===== config.mk =====
export PLATFORM = sky130hd
export DESIGN_NAME = opfetch_wait
export DESIGN_NICKNAME = d
export VERILOG_FILES = /design/src/rtl/opfetch_wait.sv
export SDC_FILE = /design/constraint.sdc
export NUM_CORES = 1
export LEC_CHECK = 0
export ABC_CLOCK_PERIOD_IN_PS = 2500
export BUFFER_PORTS_ARGS = -buffer_cell sky130_fd_sc_hd__buf_4
export CAP_MARGIN = 30
export CORE_UTILIZATION = 43
export CTS_BUF_LIST = sky130_fd_sc_hd__clkbuf_8
export DETAILED_ROUTE_END_ITERATION = 7
export HOLD_SLACK_MARGIN = 0.12
export PLACE_DENSITY = 0.75
export SYNTH_ARGS = -nofsm -noshare
export SYNTH_HDL_FRONTEND = slang
export SYNTH_SLANG_ARGS = --single-unit

===== constraint.sdc =====
create_clock -name clk -period 2.5 [get_ports clk]
set_clock_uncertainty 0.15 [all_clocks]
set_input_delay 0.5 -clock clk [delete_from_list [all_inputs] [get_ports clk]]
set_output_delay 0.5 -clock clk [all_outputs]
set_load 0.1 [all_outputs]

===== src/rtl/opfetch_wait.sv =====
module opfetch_wait #(
  parameter int CNT_W = 8
) (
  input  logic             clk,
  input  logic             rst,
  input  logic             en,
  input  logic             m1_n,
  input  logic             mreq_n,
  input  logic             rd_n,
  input  logic             iorq_n,
  input  logic [7:0]       data_in,
  output logic             wait_n,
  output logic [CNT_W-1:0] cpi_count
);

  localparam logic [CNT_W-1:0] CNT_MAX = {CNT_W{1'b1}};
  localparam logic [7:0] OP_BITS = 8'hCB;
  localparam logic [7:0] OP_EXT  = 8'hED;
  localparam logic [7:0] OP_IX   = 8'hDD;
  localparam logic [7:0] OP_IY   = 8'hFD;

  logic       m1_q;
  logic       wait_q;
  logic       pfx_q;
  logic [7:0] op_q;

  wire fetch_bus   = !m1_n && !mreq_n && iorq_n;
  wire fetch_start = fetch_bus && m1_q;
  wire op_capture  = fetch_bus && !rd_n;
  wire index_pfx   = (op_q == OP_IX) || (op_q == OP_IY);
  wire group_pfx   = ((op_q == OP_BITS) || (op_q == OP_EXT)) && !pfx_q;
  wire pfx_now     = index_pfx || group_pfx;

  always_ff @(posedge clk) begin
    if (rst) begin
      m1_q   <= 1'b1;
      wait_q <= 1'b0;
      pfx_q  <= 1'b0;
      op_q   <= '0;
    end else begin
      m1_q   <= m1_n;
      wait_q <= en && fetch_start;
      if (op_capture)  op_q  <= data_in;
      if (fetch_start) pfx_q <= pfx_now;
    end
  end

  always_ff @(posedge clk) begin
    if (rst)
      cpi_count <= '0;
    else if (fetch_start && !pfx_now)
      cpi_count <= CNT_W'(1);
    else if (cpi_count != CNT_MAX)
      cpi_count <= cpi_count + 1'b1;
  end

  assign wait_n = !wait_q;

endmodule


==> results.toml <==
[die]
die_x_microns = 47.07
fp-row-count = 15
initial_core_util = 0.4797
ios = 24
die-area_sq_mm = 0.002215
core_area_sq_mm = 0.001821
chipHeight_microns = 47.07

[synthesis]
postSynthCellCount = 98
netlist_top_cells_count = "19 x dfxtp_1, 17 x nand2_1, 14 x nor2_1"
synth-edff-count = 0
yosys_warnings = 0
syn_area_sq_um = 873.3
async_reset_ff_frac = 0
synth_top_cell_area_share = 0.4355
ys_ff_latch = 19
syn_avg_cell_area_sq_um = 8.912
yosysMostFrequentCell = "dfxtp_1"
synth_cell_types = 32
synth_ff_type = "dfxtp_1"
ys_seq_area_frac = 0.4355
syn_nets = 114
synthTopCellsByArea = "dfxtp_1 44%, nand2_1 7.3%, nor2_1 6.0%"
yosys.area.top_type = "dfxtp_1"

[power_and_ir_drop]
p_switching_mw = 0.1551
intPower_mw = 0.4525
clkPwrFrac = 0.330
p_leak_nw = 0.4371
swShare = 0.2553
powerDensity_mw_per_mm2 = 545.6
combPwrFrac = 0.144
finalPower_mw = 0.6076
ir_drop_v = 0.0003381
seq_power_share = 0.526

[min_path]
hold_depth = 2
worstHoldEndpoint = "op_q[0]"
hp-start = "op_q[0]"
hp-class = "flip-flop to flip-flop"

[drt]
ant_nets = 0
drc = 0
drt_iter0_drc = 11
dr_total_vias = 743
dr.pass1.iters = 4
via_per_inst = 5.020
wl_microns = 1483
detail_route.wl_per_cell_microns = 10.02

[critical_path]
rr_startpoint = "cpi_count[0]"
startpoint_type = "flip-flop"
cp_num_buf_inv = 1
path_max_fanout = 8
reg2regPathDepth = 5
path_delay_family = "flip-flops"
cp.required_ns = 1.85
arrival_ns = 1.07
critPathMaxStageDelay_ns = 0.47
critPathCaptureType = "primary output"
reg2reg_to = "cpi_count[3]"
worstPathCellList = "buf_4"
worst-setup-path-type = "flip-flop to primary output"
ff2ff_setup_slack_ns = 0.87
slowest_stage = "dfxtp_1"

[clocking]
cts_buffers = 3
cts_tree = "yes"
cts_buffer_depth = 2
clock_sinks = 19
path_clk_slew_ns = 0.07
clkLatencyLatePin_ns = 0.25
htree_num_levels = 1
holdBufCountCts = 0
cts_root_buf = "clkbuf_8"
ctsResizeCount = 0
post-cts-setup-buffers = 0

[cells_and_area]
multi_input_area_sq_um = 480.5
drive_gt1_frac = 0.3415
antenna_cells = 0
seqCellArea_sq_um = 380.4
final_util = 0.6117
nets = 140
stdcell_count = 148
area_growth_pct = 27.51
final_area_sq_mm = 0.001114
nFillCells = 167

[grt]
grt_max_degree = 14
overflow = 0
first_global_vias = 600
grt_pass1_wl_microns = 2456
antenna_found_initial = 0
track_usage = 0.1567

[placement]
portBuffers = 23
place_inst = 144
placed_cell_area_sq_mm = 0.001069
gp_congestion = 0.7384
post-dp-hpwl_microns = 1174

[sta]
finalHoldViolCount = 0
finalCritPeriodShare = 0.6866
finalSetupTns_ns = 0
fmax_mhz = 582.6
setup_violations = 0
report.final.slew_viol_count = 0
rsz0062_at_grt = "no"
worstMarginPinSlew_ns = 0.6850
max-slew-margin-rel = 0.5421
min_period_ns = 1.716

[outcome]
status = "finished clean"

[job]
cap_violations = 0
per-layer routing:
| metal | global-route usage | routed length [microns] | vias up |
|---|---|---|---|
| met3 | 0.02308 | 51 | 2 |
| met1 | 0.2062 | 711 | 330 |
| li1 | - | - | 395 |
| met5 | 0 | 0 | - |
| met4 | 0.06857 | 10 | 0 |
| met2 | 0.2556 | 710 | 16 |
registers in the layout, summed over array words and instances, names as in the netlist:
register   cells
cpi_count      8
op_q           8
m1_q           1
pfx_q          1
wait_q         1
stage by stage:
stage	hold slack, ns	worst slack, ns
6_report	0.3121	0.7836
3_5_place_dp	0.3054	0.7220
2_1_floorplan	0.2836	0.2376
4_1_cts	0.3151	0.7690
3_3_place_gp	0.2939	0.7781
5_1_grt	0.3178	0.7108
logic make-up (layout without fill, tap and decap cells):
family                     after synthesis  count (layout)  synth area share
AOI/OAI and AO/OA                       16              16            0.1361
xor gates and xnor gates                 1               1           0.01003
adders and majority gates                1               1           0.01432
buffers and inverters                    3              28           0.01431
DFF                                     19              19            0.4355
muxes                                    1               1           0.01146
and+or+nand+nor                         57              57            0.3782
layout make-up:
cell class                      instances  share of cell area
Tap cell                               25             0.02809
Inverter                                1            0.003371
Clock inverter                          1            0.003371
Clock buffer                            3             0.03708
Sequential cell                        19              0.3416
Multi-Input combinational cell         76              0.4315
Timing Repair Buffer                   23              0.1551
how the worst max path moves through the flow:
stage / start / endpoint / depth (start not counted)
after floorplan: cpi_count[0] / cpi_count[0] / 5
after global placement: m1_n / op_q[0] / 4
after detailed placement: m1_n / op_q[3] / 4
after CTS: cpi_count[3] / cpi_count[3] / 1
after global routing: cpi_count[3] / cpi_count[3] / 1
final: cpi_count[3] / cpi_count[3] / 1
power by group through the flow:
stage | clock network (mW) | registers, mW | logic [mW]
final | 0.201 | 0.320 | 0.0874
after global routing | 0.221 | 0.321 | 0.0939
after CTS | 0.209 | 0.319 | 0.0881
after detailed placement | 0 | 0.326 | 0.0880
after global placement | 0 | 0.326 | 0.0867
after floorplan | 0 | 0.352 | 0.0313
placed cells by master, fill, tap and decap left out:
master    instances
a211oi_2          1
a21oi_1           9
a21oi_4           1
a31oi_1           3
and2b_1           1
and3_1            1
and3_2            1
and4bb_2          1
buf_4            23
clkbuf_8          3
dfxtp_1          19
ha_1              1
inv_1             2
mux2i_1           1
nand2_1          17
nand3_1           4
nand3b_1          1
nand4_1           2
nand4_2           1
nor2_1           14
nor2_2            1
nor3_1            2
nor3_2            4
nor3b_1           2
nor3b_2           1
nor4b_2           1
o21ai_4           1
o21ba_1           1
or2_2             1
or2b_2            1
or4b_4            1
xnor2_1           1
No activity file was read; power rests on OpenSTA's default activity.
